[src/rtl/bsr_pkg.sv]
package bsr_pkg;
  // Per-slice register operation selected each cycle
  typedef enum logic [1:0] {
    SL_HOLD  = 2'd0,
    SL_SHIFT = 2'd1,
    SL_LOCAL = 2'd2,
    SL_BACK  = 2'd3
  } slice_op_e;
endpackage

[src/rtl/bsr_rst_sync.sv]
module bsr_rst_sync (
  input  logic clk,
  input  logic rst_n,
  output logic rst_q_n
);
  logic meta_q;

  always_ff @(posedge clk or negedge rst_n) begin
    if (!rst_n) begin
      meta_q  <= 1'b0;
      rst_q_n <= 1'b0;
    end else begin
      meta_q  <= 1'b1;
      rst_q_n <= meta_q;
    end
  end
endmodule

[src/rtl/bsr_slice.sv]
module bsr_slice
  import bsr_pkg::*;
(
  input  logic      clk,
  input  logic      rst_n,
  input  slice_op_e op,
  input  logic      sin,
  input  logic      loc_bit,
  input  logic      bp_bit,
  output logic      q
);
  logic q_d;

  always_comb begin
    case (op)
      SL_SHIFT: q_d = sin;
      SL_LOCAL: q_d = loc_bit;
      SL_BACK:  q_d = bp_bit;
      default:  q_d = q;
    endcase
  end

  always_ff @(posedge clk or negedge rst_n) begin
    if (!rst_n) q <= 1'b0;
    else        q <= q_d;
  end
endmodule

[src/rtl/bsr_ctrl.sv]
module bsr_ctrl
  import bsr_pkg::*;
#(
  parameter int                 NUM_GNT  = 4,
  parameter logic [NUM_GNT-1:0] GNT_MASK = 4'b0011
) (
  input  logic               rst_q_n,
  input  logic [NUM_GNT-1:0] grant,
  input  logic               arb_stop,
  input  logic               scan_en,
  output slice_op_e          data_op,
  output slice_op_e          req_op,
  output slice_op_e          wor_op,
  output logic               data_oe,
  output logic               req_oe,
  output logic               wor_oe
);
  logic granted;
  logic active;

  assign granted = |(grant & GNT_MASK);
  assign active  = rst_q_n & ~arb_stop;

  always_comb begin
    if (arb_stop)     data_op = SL_HOLD;
    else if (scan_en) data_op = SL_SHIFT;
    else if (granted) data_op = SL_LOCAL;
    else              data_op = SL_BACK;

    if (arb_stop)     req_op = SL_HOLD;
    else if (scan_en) req_op = SL_SHIFT;
    else              req_op = SL_LOCAL;

    if (arb_stop)     wor_op = SL_HOLD;
    else              wor_op = SL_LOCAL;
  end

  assign data_oe = active & granted;
  assign req_oe  = active;
  assign wor_oe  = active;
endmodule

[src/rtl/bsr_inbound_stage.sv]
module bsr_inbound_stage #(
  parameter int W = 24
) (
  input  logic         clk,
  input  logic         rst_n,
  input  logic         cap_in,
  input  logic         hold,
  input  logic [W-1:0] d_in,
  output logic [W-1:0] q
);
  logic         fresh_q;
  logic         fresh_d;
  logic         stage_en;
  logic [W-1:0] q_d;

  // fresh_q marks that the data register holds a word from the backplane
  always_comb begin
    fresh_d  = hold ? fresh_q : cap_in;
    stage_en = fresh_q & ~hold;
    q_d      = stage_en ? d_in : q;
  end

  always_ff @(posedge clk or negedge rst_n) begin
    if (!rst_n) begin
      fresh_q <= 1'b0;
      q       <= '0;
    end else begin
      fresh_q <= fresh_d;
      q       <= q_d;
    end
  end
endmodule

[src/rtl/bus_slice_register.sv]
module bus_slice_register
  import bsr_pkg::*;
#(
  parameter int                 DATA_W   = 24,
  parameter int                 REQ_W    = 2,
  parameter int                 NUM_GNT  = 4,
  parameter logic [NUM_GNT-1:0] GNT_MASK = 4'b0011
) (
  input  logic               clk,
  input  logic               rst_n,
  input  logic [NUM_GNT-1:0] grant,
  input  logic               arb_stop,
  input  logic               scan_en,
  input  logic               scan_in,
  output logic               scan_out,
  input  logic [DATA_W-1:0]  bp_data_in,
  output logic [DATA_W-1:0]  bp_data_out,
  output logic               bp_data_oe,
  output logic [REQ_W-1:0]   bp_req_out,
  output logic               bp_req_oe,
  output logic               bp_wor_out,
  output logic               bp_wor_oe,
  input  logic [DATA_W-1:0]  loc_out_data,
  output logic [DATA_W-1:0]  loc_in_data,
  input  logic [REQ_W-1:0]   loc_req,
  input  logic               loc_wor
);
  localparam int CHAIN_W = DATA_W + REQ_W;

  logic               rst_q_n;
  slice_op_e          data_op;
  slice_op_e          req_op;
  slice_op_e          wor_op;
  logic [CHAIN_W-1:0] chain_q;

  bsr_rst_sync u_rst (
    .clk     (clk),
    .rst_n   (rst_n),
    .rst_q_n (rst_q_n)
  );

  bsr_ctrl #(
    .NUM_GNT  (NUM_GNT),
    .GNT_MASK (GNT_MASK)
  ) u_ctrl (
    .rst_q_n  (rst_q_n),
    .grant    (grant),
    .arb_stop (arb_stop),
    .scan_en  (scan_en),
    .data_op  (data_op),
    .req_op   (req_op),
    .wor_op   (wor_op),
    .data_oe  (bp_data_oe),
    .req_oe   (bp_req_oe),
    .wor_oe   (bp_wor_oe)
  );

  // Scan-linked slices: data bits first, then request bits
  for (genvar i = 0; i < CHAIN_W; i++) begin : g_slice
    logic sin;
    if (i == 0) begin : g_head
      assign sin = scan_in;
    end else begin : g_link
      assign sin = chain_q[i-1];
    end

    if (i < DATA_W) begin : g_data
      bsr_slice u_bit (
        .clk     (clk),
        .rst_n   (rst_q_n),
        .op      (data_op),
        .sin     (sin),
        .loc_bit (loc_out_data[i]),
        .bp_bit  (bp_data_in[i]),
        .q       (chain_q[i])
      );
    end else begin : g_req
      bsr_slice u_bit (
        .clk     (clk),
        .rst_n   (rst_q_n),
        .op      (req_op),
        .sin     (sin),
        .loc_bit (loc_req[i-DATA_W]),
        .bp_bit  (1'b0),
        .q       (chain_q[i])
      );
    end
  end

  // Wired-OR slice: outside the chain, never grant-gated
  bsr_slice u_wor (
    .clk     (clk),
    .rst_n   (rst_q_n),
    .op      (wor_op),
    .sin     (1'b0),
    .loc_bit (loc_wor),
    .bp_bit  (1'b0),
    .q       (bp_wor_out)
  );

  bsr_inbound_stage #(
    .W (DATA_W)
  ) u_inb (
    .clk    (clk),
    .rst_n  (rst_q_n),
    .cap_in (data_op == SL_BACK),
    .hold   (arb_stop),
    .d_in   (chain_q[DATA_W-1:0]),
    .q      (loc_in_data)
  );

  assign bp_data_out = chain_q[DATA_W-1:0];
  assign bp_req_out  = chain_q[CHAIN_W-1:DATA_W];
  assign scan_out    = chain_q[CHAIN_W-1];
endmodule

[config.mk]
export PLATFORM = sky130hd
export DESIGN_NAME = bus_slice_register
export DESIGN_NICKNAME = d
export VERILOG_FILES = /design/src/rtl/bsr_pkg.sv /design/src/rtl/bsr_rst_sync.sv /design/src/rtl/bsr_slice.sv /design/src/rtl/bsr_ctrl.sv /design/src/rtl/bsr_inbound_stage.sv /design/src/rtl/bus_slice_register.sv
export SDC_FILE = /design/constraint.sdc
export NUM_CORES = 1
export LEC_CHECK = 0
export BUFFER_PORTS_ARGS = -buffer_cell sky130_fd_sc_hd__buf_2
export CAP_MARGIN = 20
export CORE_MARGIN = 10
export CORE_UTILIZATION = 30
export CTS_BUF_LIST = sky130_fd_sc_hd__clkbuf_2
export DETAILED_ROUTE_END_ITERATION = 12
export PLACE_DENSITY = 0.65
export SYNTH_ARGS = -nofsm -noshare
export SYNTH_HDL_FRONTEND = slang
export SYNTH_SLANG_ARGS = --single-unit
[constraint.sdc]
create_clock -name clk -period 5.2 [get_ports clk]
set_input_delay 0 -clock clk [delete_from_list [all_inputs] [get_ports clk]]
set_output_delay 0 -clock clk [all_outputs]
set_load 0.03 [all_outputs]
### Yosys cells after proc, flatten, opt, wreduce, memory -nomap -nowiden

Cells that the tools add are included.

| operators by class | value |
|---|---|
| eq/ne operators | 9 |
| bitwise gates (word level) | 4 |
| muxes and demuxes | 33 |
| reductions and logical operators | 5 |

Operators by type and width:

| operator | count |
|---|---|
| $pmux 1 s3 | 26 |
| $eq 2x2->1 const B | 6 |
| $mux 2 | 5 |
| $eq 2x1->1 const B | 3 |
| $reduce_bool 3->1 | 2 |
| $reduce_or 2->1 | 2 |
| $and 1x1->1 | 3 |
| $pmux 1 s2 | 1 |
| $reduce_bool 2->1 | 1 |
| $mux 1 | 1 |
| $not 1->1 | 1 |

| storage, ports and cells | value |
|---|---|
| bits in registers | 54 |
| output and inout bits | 55 |

### Logic depth before layout (Yosys ltp)

Gate-level depths: netlist (run 1).

| depth | value |
|---|---|
| depth after elaboration | 6 |
| mapped depth | 6 |
| depth with buffers taken out | 3 |

### By module

A second synthesis (run 1) with hierarchy kept.

| second synthesis, totals | value |
|---|---|
| cell total of the unflattened synthesis | 150 |
| area total of the unflattened synthesis | 2,642.5 µm² |

By module, submodules not included:

| module | instances | cells an instance | area each (µm²) |
|---|---|---|---|
| bsr_slice | 27 | 2 | 47.5 |
| bsr_inbound_stage | 1 | 54 | 1,029.7 |
| bus_slice_register | 1 | 28 | 205.2 |
| bsr_ctrl | 1 | 11 | 70.1 |
| bsr_rst_sync | 1 | 3 | 53.8 |

### Worst setup path after synthesis (run 1)

Ideal clock, no wire load.

| path | value |
|---|---|
| kind | register -> output |
| start point | register u_rst.rst_q_n |
| end point | output bp_data_oe |
| path buffers | 0 |
| slack | 2,589 ps |
| arrival time | 2,611 ps |
| stages on the path, launching flop included | 3 |
| path through | dfrtp_1 > nor2b_1 > nor2b_1 |

| between the ends | value |
|---|---|
| cells in the longest elaborated chain, start to end | 2 |

Ends and longest elaborated chain:

| element | RTL line | RTL |
|---|---|---|
| from (decl) | bsr_rst_sync.sv:4 | `output logic rst_q_n` |
| from (signal assigned) | bsr_rst_sync.sv:14 | `rst_q_n <= meta_q;` |
| $and 1x1->1 | bsr_ctrl.sv:22 | `assign active = rst_q_n & ~arb_stop;` |
| via bp_req_oe | bus_slice_register.sv:20 | `output logic bp_req_oe,` |
| $and 1x1->1 | bsr_ctrl.sv:38 | `assign data_oe = active & granted;` |
| to (decl) | bus_slice_register.sv:18 | `output logic bp_data_oe,` |

The timed path passes the listed nets, and every way through them passes these cells.

### Final worst setup path (run 1)

| path | value |
|---|---|
| start point | register u_rst.rst_q_n |
| end point | output bp_data_oe |

| between the ends | value |
|---|---|
| cells in the longest elaborated chain, start to end | 2 |

Ends and longest elaborated chain:

| element | RTL line |
|---|---|
| $and 1x1->1 | bsr_ctrl.sv:22 |
| $and 1x1->1 | bsr_ctrl.sv:38 |

No other way between the ends.

==> summary.txt, run 1 <==
Power
  • Pwr/cell area: 350.9 nW/um^2
  • Peak VDD IR: 0.0001964 V
  • P_leak: 1.796 nW

Outcome
  • Status: finished clean

Synth
  • Top-count cell post-synth: dfrtp_1
  • Synth Flop Type: dfrtp_1
  • Top-area cell type share of the netlist area: 50.82%
  • Syn avg cell area: 11.27 um^2
  • Post-synthesis async set-or-reset flop share: 100.0%
  • Seq/Total Area, Yosys: 50.82%
  • Synth area leaders: dfrtp_1 (51%), mux2i_1 (9.8%), buf_4 (8.2%), mux2_2 (4.7%), a221oi_2 (4.5%)
  • Post-synth EDFFs: 0
  • Post-synth top cells: dfrtp_1 (54), buf_4 (29), mux2i_1 (26), nand2_1 (16), o21ai_0 (16)
  • Mapped Cells: 236
  • YS warnings: 0
  • Top cell type by total area after synthesis: dfrtp_1
  • Post-Syn Area: 2659 um^2
  • Syn nets: 296
  • Post-synthesis cell type count: 24
  • #FFs+latches synth: 54

Clock tree
  • Buffers inserted during post-CTS setup optimization: 0
  • H-tree depth: 2
  • Root Driver: clkbuf_2
  • Hold buffers post-CTS: 53
  • Clock tree sinks: 54
  • Worst-path clk slew: 0.27 ns
  • CTS max path bufs: 2
  • Num CTS Buffers: 5
  • Clock latency on the worst-skew pair: 0.42 ns
  • CTS tree: built
  • Gates resized, CTS repair: 0

Floorplanning
  • Die area: 13030 um^2
  • Core area: 8678 um^2
  • Chip height: 114.1 um
  • Die W: 114.1 um
  • Row cnt: 34
  • Initial Util: 30.64%
  • I/O pins: 115

Setup path
  • Reg2reg setup slack: 3.68 ns
  • Crit Path Class: flop to output pin
  • Most frequent cell on the critical path: nor2b_1
  • Worst R2R Start: u_inb.fresh_q
  • CP max stage cell: buf_4
  • CP cell instances: buf_4 -> nor2b_1 -> nor2b_1 -> buf_2
  • CP Max Fanout: 53
  • CP max stage delay: 0.54 ns
  • Worst setup EP type: output pin
  • Reg-to-Reg End: u_inb.q[18]
  • WP data arrival: 1.98 ns
  • Crit path launch type: flop
  • Top Family by Delay on Critical Path: buffers and inverters
  • Crit path buf inv count: 2
  • Reg2Reg Depth: 2
  • Worst EP required: 5.20 ns

Routing
  • DRC marker count from the first detailed-route iteration: 67
  • Vias per inst: 4.671
  • Via count: 2228
  • WL final: 7832 um
  • First-pass detailed-route iteration total: 4
  • Antenna Violating Nets Remaining: 0
  • DRC viols: 0
  • Routed WL per cell: 16.42 um

Min path
  • Worst hold path class: input port to flop
  • Hold Crit Start: scan_en
  • Worst Hold End: g_slice[25].g_req.u_bit.q
  • Hold Crit Depth: 3

GRT
  • Largest net degree at the start of global routing: 54
  • Antenna violations before repair: 0
  • Overflow after GRT: 0
  • Via count of the first global-routing pass: 2486
  • Total track usage: 11.85%
  • First-pass GRT wire length: 12660 um

Placement
  • Post-DP Area: 3075 um^2
  • I/O Buffers: 112
  • DP HPWL: 5241 um
  • Gpl congestion: 0.7431
  • Dpl ws: 3.352 ns

STA
  • Skew final: 0.01120 ns
  • Tcrit/Tclk final: 38.16%
  • Final setup vio count: 0
  • Slew @ Worst Pin: 1.012 ns
  • Worst setup margin: 3.216 ns
  • Setup TNS: 0 ns
  • Post-layout min period: 1.984 ns
  • Max-slew violation count: 0
  • RSZ-0062 raised after global routing: false
  • F_max: 504.0 MHz
  • Hold slack: 0.07085 ns
  • Hold Fails Final Rpt: 0
  • Slew headroom: 32.36%

Cells and area
  • Nets: 428
  • Area Overhead vs Synth: 38.07%
  • Antenna cells: 0
  • Fin area: 3671 um^2
  • Share of cells above drive strength 1: 39.30%

Job
  • Max-cap violation count: 0
[power breakdown]
group          leakage, nW  internal (mW)  switching [mW]
clock network       0.0427         0.0798           0.131
registers            0.614          0.511          0.0533
logic                 1.14          0.181           0.332
[worst min-delay path, cell delays in order]
cell and delay, ns:
buf_2 0.23, mux2i_1 0.18, o21ai_0 0.08
[area by class of cell]
type / instances / area (um^2)
clock buffers: 5 / 25.02
clock inverters: 3 / 40.04
fillers: 864 / 5007
inverters: 15 / 56.30
multi-input cells: 125 / 955.9
flip-flops and latches: 54 / 1353
well taps: 108 / 135.1
repair buffers: 167 / 1106
[cells by family (layout without fill, tap and decap cells)]
logic type / after synthesis / after routing / share of synthesized area, %
flops: 54 / 54 / 50.82
buf+inv: 57 / 190 / 13.32
other cells: 1 / 1 / 0.1410
mux: 37 / 37 / 14.45
compound gates: 51 / 51 / 14.07
simple gates: 36 / 36 / 7.200
[metal layers]
metal,global-route usage (%),up-vias,part of all wire (%)
li1,-,1064,-
met1,12.96,1086,40
met2,21.07,69,52
met3,4.298,9,6.8
met4,3.175,0,1.3
met5,0,-,0
[worst max path at each step]
stage / startpoint / end / slack [ns] / cells past startpoint
floorplan: u_rst.rst_q_n / bp_data_oe / 2.59 / 2
global placement: arb_stop / u_inb.q[14] / 3.37 / 3
detailed placement: arb_stop / u_inb.q[14] / 3.35 / 3
CTS: u_rst.rst_q_n / bp_data_oe / 3.10 / 4
global route: u_rst.rst_q_n / bp_data_oe / 2.97 / 4
finish: u_rst.rst_q_n / bp_data_oe / 3.22 / 4
[registers in the layout, indices dropped and copies added (netlist names)]
register,flops
u_inb.fresh_q,1
u_wor.q,1
u_rst.meta_q,1
g_slice.g_req.u_bit.q,2
u_rst.rst_q_n,1
g_slice.g_data.u_bit.q,24
u_inb.q,24
[through the flow]
step / util, % / std cells / power (mW)
after detailed placement: 35.44 / 416 / 1.055
after global placement: 35.44 / 416 / 1.043
after global routing: 42.30 / 477 / 1.372
after floorplan: - / 236 / 0.9307
final: 42.30 / 477 / 1.288
after CTS: 42.30 / 477 / 1.308
[layout by cell type (no fill, tap or decap)]
| cell type | instances |
|---|---|
| buf_2 | 112 |
| dfrtp_1 | 53 |
| dlygate4sd3_1 | 53 |
| mux2i_1 | 26 |
| nand2_1 | 16 |
| o21ai_0 | 16 |
| inv_1 | 15 |
| and3_1 | 13 |
| mux2_2 | 11 |
| o22ai_1 | 10 |
| a21oi_1 | 10 |
| a221oi_2 | 8 |
| a221oi_1 | 6 |
| clkbuf_2 | 5 |
| nor2b_1 | 2 |
| clkinv_2 | 2 |
| buf_4 | 2 |
| nor2_4 | 1 |
| nor2_2 | 1 |
| nand2b_2 | 1 |
| nand2b_1 | 1 |
| nor3b_1 | 1 |
| a22o_1 | 1 |
| bufinv_16 | 1 |
| conb_1 | 1 |
| dfrtp_2 | 1 |
Note: power is estimated with default switching activity, not from simulation.
==> run 2, diff against run 1 <==
PLACE_DENSITY = 0.67   (was 0.65)
clock period = 1.6 ns   (was 5.2 ns; I/O delays follow)
==> run 2 against run 1 <==
  * Count of clock-buffer cells in the layout is 2 higher
  * Sequential power grew to 3.3 times the previous value
  * Utilization is 0.79 points higher
  * Hold slack better by 0.012 ns
  * Die area stayed put
  * Register-to-register slack worse by 3.4 ns
  * Critical path depth is 2 higher
  * Combinational power grew to 3.3 times the previous value
  * Flip-flop and latch count stayed put
  * First-iteration DRC count is 63% higher
  * Sequential share of layout area is 0.61 points lower
  * Highest routed layer unchanged
==> summary.txt, run 2 (synthesized netlist as in run 1, its figures left out) <==
Outcome
  • Status: finished clean (unchanged)

Clock tree
  • CTS max path bufs: 2 (unchanged)
  • Num CTS Buffers: 5 (unchanged)
  • Root Driver: clkbuf_2 (unchanged)
  • Buffers inserted during post-CTS setup optimization: 0 (unchanged)
  • Clock tree sinks: 54 (unchanged)
  • H-tree depth: 2 (unchanged)
  • CTS tree: built (unchanged)
  • Worst-path clk slew: 0.24 ns (was 0.27 ns)
  • Clock latency on the worst-skew pair: 0.43 ns (was 0.42 ns)

STA
  • Tcrit/Tclk final: 98.74%
  • Slew @ Worst Pin: 0.6703 ns (was 1.012 ns)
  • Setup TNS: 0 ns (unchanged)
  • F_max: 633.0 MHz
  • Skew final: 0.02838 ns (was 0.01120 ns)
  • Slew headroom: 55.31% (was 32.36%)
  • Final setup vio count: 0 (unchanged)
  • Hold Fails Final Rpt: 0 (unchanged)
  • Max-slew violation count: 0 (unchanged)
  • Worst setup margin: 0.02016 ns (was 3.216 ns)
  • RSZ-0062 raised after global routing: false (unchanged)
  • Post-layout min period: 1.580 ns

Routing
  • Vias per inst: 4.709 (was 4.671)
  • DRC viols: 0 (unchanged)
  • WL final: 8105 um (was 7832 um)
  • DRC marker count from the first detailed-route iteration: 109 (was 67)
  • Routed WL per cell: 16.75 um (was 16.42 um)
  • Antenna Violating Nets Remaining: 0 (unchanged)
  • First-pass detailed-route iteration total: 4 (unchanged)
  • Via count: 2279 (was 2228)

Floorplanning
  • Initial Util: 30.64% (unchanged)
  • Die W: 114.1 um (unchanged)
  • Row cnt: 34 (unchanged)
  • Chip height: 114.1 um (unchanged)
  • Core area: 8678 um^2 (unchanged)
  • Die area: 13030 um^2 (unchanged)
  • I/O pins: 115 (unchanged)

Setup path
  • Crit Path Class: input port to flop (was flop to output pin)
  • CP cell instances: dlygate4sd3_1 -> buf_2 -> nor2_2 -> buf_4 -> a221oi_2 -> dlygate4sd3_1 (was buf_4 -> nor2b_1 -> nor2b_1 -> buf_2)
  • WP data arrival: 1.95 ns (was 1.98 ns)
  • Worst EP required: 1.97 ns (was 5.20 ns)
  • CP max stage cell: dlygate4sd3_1 (was buf_4)
  • Worst R2R Start: g_slice[0].g_data.u_bit.q (was u_inb.fresh_q)
  • Crit path launch type: input port (was flop)
  • Reg2reg setup slack: 0.30 ns (was 3.68 ns)
  • CP max stage delay: 0.58 ns (was 0.54 ns)
  • Reg2Reg Depth: 3 (was 2)
  • CP Max Fanout: 25 (was 53)
  • CP Launch Point: arb_stop (was u_rst.rst_q_n)
  • Reg-to-Reg End: g_slice[0].g_data.u_bit.q (was u_inb.q[18])
  • Most frequent cell on the critical path: dlygate4sd3_1 (was nor2b_1)
  • Worst setup EP type: flop (was output pin)

Power
  • Pwr/cell area: 1130 nW/um^2 (was 350.9 nW/um^2)
  • P_leak: 1.835 nW (was 1.796 nW)
  • Peak VDD IR: 0.0005625 V (was 0.0001964 V)
  • Tot Pwr: 4.225 mW (was 1.288 mW)

Placement
  • Gpl congestion: 0.6818 (was 0.7431)
  • DP HPWL: 5586 um (was 5241 um)
  • Post-DP Area: 3131 um^2 (was 3075 um^2)
  • I/O Buffers: 112 (unchanged)
  • Dpl ws: 0.3140 ns (was 3.352 ns)

Cells and area
  • Fill count: 888 (was 864)
  • FF/Latch Area: 1355 um^2 (was 1353 um^2)
  • Antenna cells: 0 (unchanged)
  • Nets: 435 (was 428)
  • Most common cell after layout, fill and taps aside: buf_2 (unchanged)
  • Area Overhead vs Synth: 40.66% (was 38.07%)
  • Share of cells above drive strength 1: 40.43% (was 39.30%)
  • Most frequent cells in the layout: buf_2 (112), dlygate4sd3_1 (54), dfrtp_1 (53) (was buf_2 (112), dfrtp_1 (53), dlygate4sd3_1 (53))
  • Util after Layout: 43.09% (was 42.30%)
  • Fin area: 3740 um^2 (was 3671 um^2)
  • Multi-input gate area: 963.4 um^2 (was 955.9 um^2)
  • Biggest registers after layout: g_slice.g_data.u_bit.q x24, u_inb.q x24, g_slice.g_req.u_bit.q x2 (unchanged)

Min path
  • Worst Hold End: g_slice[25].g_req.u_bit.q (unchanged)
  • Hold Crit Depth: 3 (unchanged)
  • Hold Crit Start: scan_en (unchanged)
  • Worst hold path class: input port to flop (unchanged)

GRT
  • Total track usage: 12.12% (was 11.85%)
  • Via count of the first global-routing pass: 2551 (was 2486)
  • First-pass GRT wire length: 12880 um (was 12660 um)
  • Largest net degree at the start of global routing: 53 (was 54)
  • Overflow after GRT: 0 (unchanged)
  • Antenna violations before repair: 0 (unchanged)

Job
  • Max-cap violation count: 0 (unchanged)
run 2: changes by cell type in the layout (fill, tap and decap cells not counted):
cell           previous run  this run
buf_4                     2         7
nand2b_1                  1         2
dfrtp_2                   1         0
dfrtp_4                   0         1
nor2b_1                   2         0
nor2b_4                   0         1
nor2b_2                   0         1
clkinv_2                  2         0
clkbuf_2                  5         7
nand2b_2                  1         0
buf_6                     0         1
dlygate4sd3_1            53        54
run 2: what timing repair did:
| item | 4_1_cts | 5_1_grt |
|---|---|---|
| hold buffers | 54 | 0 |
| gates resized for setup | 0 | 1 |
| setup endpoints to repair | 0 | 2 |
| endpoints found under the hold margin | 30 | 0 |
run 2: area by class of cell:
class,count,area share [%]
clock buffers,7,0.9368
clock inverters,1,0.8029
inverters,15,1.506
multi-input cells,125,25.76
flip-flops and latches,54,36.23
well taps,108,3.613
repair buffers,174,31.15
run 2: how the worst max path moves through the flow:
| stage | cells past startpoint | endpoint |
|---|---|---|
| floorplan | 2 | bp_data_oe |
| global route | 6 | g_slice[0].g_data.u_bit.q |
| CTS | 6 | g_slice[0].g_data.u_bit.q |
| detailed placement | 4 | g_slice[11].g_data.u_bit.q |
| finish | 6 | g_slice[0].g_data.u_bit.q |
| global placement | 4 | g_slice[10].g_data.u_bit.q |
run 2: worst max-delay path: cells and delay by family:
family | cells | cell delay, ns
compound gates | 1 | 0.23
simple gates | 1 | 0.07
buf+inv | 4 | 1.64
run 2: stage by stage:
stage / instances / hold WS (ns)
CTS: 484 / 0.03462
global route: 484 / 0.07008
global placement: 422 / -0.2135
detailed placement: 422 / -0.2114
finish: 484 / 0.08331
floorplan: 236 / -0.2956
run 2: power breakdown:
part	leakage [nW]	total (mW)	switching (mW)	internal, mW
logic	1.18	1.68	1.08	0.600
clock network	0.0432	0.699	0.421	0.278
registers	0.614	1.84	0.179	1.66
run 2: per-layer routing:
layer	wire [um]	GRT usage, %	up-vias
met1	3271	13.48	1124
met3	555	3.983	8
li1	-	-	1079
met4	92	2.924	0
met2	4185	21.72	68
met5	0	0	-
==> run 3, diff against run 2 <==
CORE_UTILIZATION = 40   (was 30)
MAX_ROUTING_LAYER = met4   (was unset)
PLACE_DENSITY = 0.82   (was 0.67)
==> run 3 against run 2 <==
  * Critical path depth stayed put
  * Global-route usage grew 3.5 points
  * Flip-flop and latch count unchanged
  * Count of clock-buffer cells in the layout is 1 lower
  * Clock skew rose by 0.0046 ns
  * Die area is 21% lower
  * Routed wire length fell by 2.8%
  * Register-to-register slack barely moved
  * Total power shrank 4.3%
  * Via count fell by 2.3%
  * Critical path type unchanged
  * Hold slack lost 0.026 ns
  * Combinational power barely moved
==> summary.txt, run 3 (synthesized netlist as in run 1, its figures left out) <==
Outcome
  • Status: finished clean (unchanged)

Setup path
  • CP Max Fanout: 25 (unchanged)
  • Worst EP required: 1.93 ns (was 1.97 ns)
  • Top Family by Delay on Critical Path: buffers and inverters (unchanged)
  • CP max stage cell: dlygate4sd3_1 (unchanged)
  • WP data arrival: 1.89 ns (was 1.95 ns)
  • Worst setup EP type: flop (unchanged)
  • Crit path buf inv count: 4 (unchanged)
  • Crit Path Class: input port to flop (unchanged)
  • Most frequent cell on the critical path: dlygate4sd3_1 (unchanged)
  • CP max stage delay: 0.56 ns (was 0.58 ns)
  • CP cell instances: dlygate4sd3_1 -> clkbuf_4 -> nor2_2 -> buf_4 -> a221oi_2 -> dlygate4sd3_1 (was dlygate4sd3_1 -> buf_2 -> nor2_2 -> buf_4 -> a221oi_2 -> dlygate4sd3_1)
  • Crit path launch type: input port (unchanged)

Cells and area
  • Fin area: 3671 um^2 (was 3740 um^2)
  • Share of cells above drive strength 1: 39.84% (was 40.43%)
  • Nets: 433 (was 435)
  • Biggest registers after layout: g_slice.g_data.u_bit.q x24, u_inb.q x24, g_slice.g_req.u_bit.q x2 (unchanged)
  • Area Overhead vs Synth: 38.07% (was 40.66%)
  • Antenna cells: 0 (unchanged)
  • Most frequent cells in the layout: buf_2 (111), dlygate4sd3_1 (54), dfrtp_1 (53) (was buf_2 (112), dlygate4sd3_1 (54), dfrtp_1 (53))
  • Most common cell after layout, fill and taps aside: buf_2 (unchanged)
  • Util after Layout: 57.48% (was 43.09%)
  • Final cell count without fillers: 451 (was 484)

STA
  • Final setup vio count: 0 (unchanged)
  • Max-slew violation count: 0 (unchanged)
  • Hold slack: 0.05696 ns (was 0.08331 ns)
  • Hold Fails Final Rpt: 0 (unchanged)
  • Post-layout min period: 1.563 ns (was 1.580 ns)
  • Tcrit/Tclk final: 97.70% (was 98.74%)
  • Setup TNS: 0 ns (unchanged)
  • Worst setup margin: 0.03674 ns (was 0.02016 ns)
  • Slew @ Worst Pin: 0.6747 ns (was 0.6703 ns)
  • RSZ-0062 raised after global routing: false (unchanged)
  • Skew final: 0.03299 ns (was 0.02838 ns)
  • F_max: 639.7 MHz (was 633.0 MHz)
  • Slew headroom: 54.97% (was 55.31%)

Clock tree
  • Root Driver: clkbuf_2 (unchanged)
  • CTS tree: built (unchanged)
  • Worst-path clk slew: 0.23 ns (was 0.24 ns)
  • H-tree depth: 2 (unchanged)
  • Clock tree sinks: 54 (unchanged)
  • Clock latency on the worst-skew pair: 0.43 ns (about the same)
  • CTS max path bufs: 2 (unchanged)
  • Num CTS Buffers: 5 (unchanged)

Floorplanning
  • Die W: 101.5 um (was 114.1 um)
  • Row cnt: 29 (was 34)
  • I/O pins: 115 (unchanged)
  • Die area: 10310 um^2 (was 13030 um^2)
  • Initial Util: 41.63% (was 30.64%)
  • Core area: 6386 um^2 (was 8678 um^2)
  • Chip height: 101.5 um (was 114.1 um)

Power
  • Tot Pwr: 4.041 mW (was 4.225 mW)
  • P_leak: 1.816 nW (was 1.835 nW)
  • Peak VDD IR: 0.0007698 V (was 0.0005625 V)
  • Pwr/cell area: 1101 nW/um^2 (was 1130 nW/um^2)

Placement
  • DP HPWL: 5363 um (was 5586 um)
  • Dpl cells: 389 (was 422)
  • Dpl ws: 0.2510 ns (was 0.3140 ns)
  • I/O Buffers: 112 (unchanged)
  • Gpl congestion: 0.7086 (was 0.6818)
  • Post-DP Area: 3089 um^2 (was 3131 um^2)

GRT
  • Largest net degree at the start of global routing: 53 (unchanged)
  • First-pass GRT wire length: 12580 um (was 12880 um)
  • Overflow after GRT: 0 (unchanged)
  • Antenna violations before repair: 0 (unchanged)
  • Total track usage: 15.64% (was 12.12%)
  • Via count of the first global-routing pass: 2422 (was 2551)

Routing
  • First-pass detailed-route iteration total: 4 (unchanged)
  • Vias per inst: 4.938 (was 4.709)
  • WL final: 7882 um (was 8105 um)
  • Antenna Violating Nets Remaining: 0 (unchanged)
  • DRC viols: 0 (unchanged)
  • DRC marker count from the first detailed-route iteration: 53 (was 109)
  • Via count: 2227 (was 2279)
  • Routed WL per cell: 17.48 um (was 16.75 um)

Job
  • Max-cap violation count: 0 (unchanged)

Min path
  • Worst hold path class: input port to flop (unchanged)
[run 3: layer usage]
| layer | vias to the layer above | global-route usage, % | share of wire [%] |
|---|---|---|---|
| li1 | 1072 | - | - |
| met1 | 1074 | 16.59 | 38 |
| met2 | 71 | 28.03 | 54 |
| met3 | 10 | 3.404 | 5.8 |
| met4 | 0 | 5.252 | 1.8 |
| met5 | - | - | 0 |
[run 3: final cells by class]
class | instances | area (um^2)
repair buffers | 172 | 1161
inverters | 15 | 56.30
multi-input cells | 125 | 963.4
flip-flops and latches | 54 | 1355
well taps | 77 | 96.34
fillers | 566 | 2715
clock inverters | 2 | 8.758
clock buffers | 6 | 30.03
[run 3: power by group]
part           leakage (nW)  internal, mW  total [mW]  switching, mW
clock network        0.0304         0.108       0.521          0.413
registers             0.614          1.66        1.84          0.176
logic                  1.17         0.601        1.68           1.08
[run 3: worst paths after layout]
path                                                start  slack, ns  depth (start not counted)                   endpoint
worst max-delay path                             arb_stop       0.04                          6  g_slice[0].g_data.u_bit.q
worst min-delay path                              scan_en       0.06                          3  g_slice[25].g_req.u_bit.q
worst max register to register  g_slice[0].g_data.u_bit.q       0.31                          3  g_slice[0].g_data.u_bit.q
worst min register to register               u_rst.meta_q       0.41                          0              u_rst.rst_q_n
max in group asynchronous                   u_rst.rst_q_n       0.66                          1                 u_inb.q[0]
min in group asynchronous                           rst_n       0.39                          3              u_rst.rst_q_n
[run 3: worst reg2reg max path, delay by kind of cell, from the launching register on]
| family | cells | cell delay [ns] |
|---|---|---|
| buf+inv | 2 | 0.63 |
| compound gates | 1 | 0.23 |
| flops | 1 | 0.40 |
[run 3: timing repair]
item                                    CTS  global route
gates resized for setup                   0             1
endpoints found under the hold margin    29             0
hold buffers                             54             0
setup buffers                             0             0
endpoints found under the setup margin    0             1
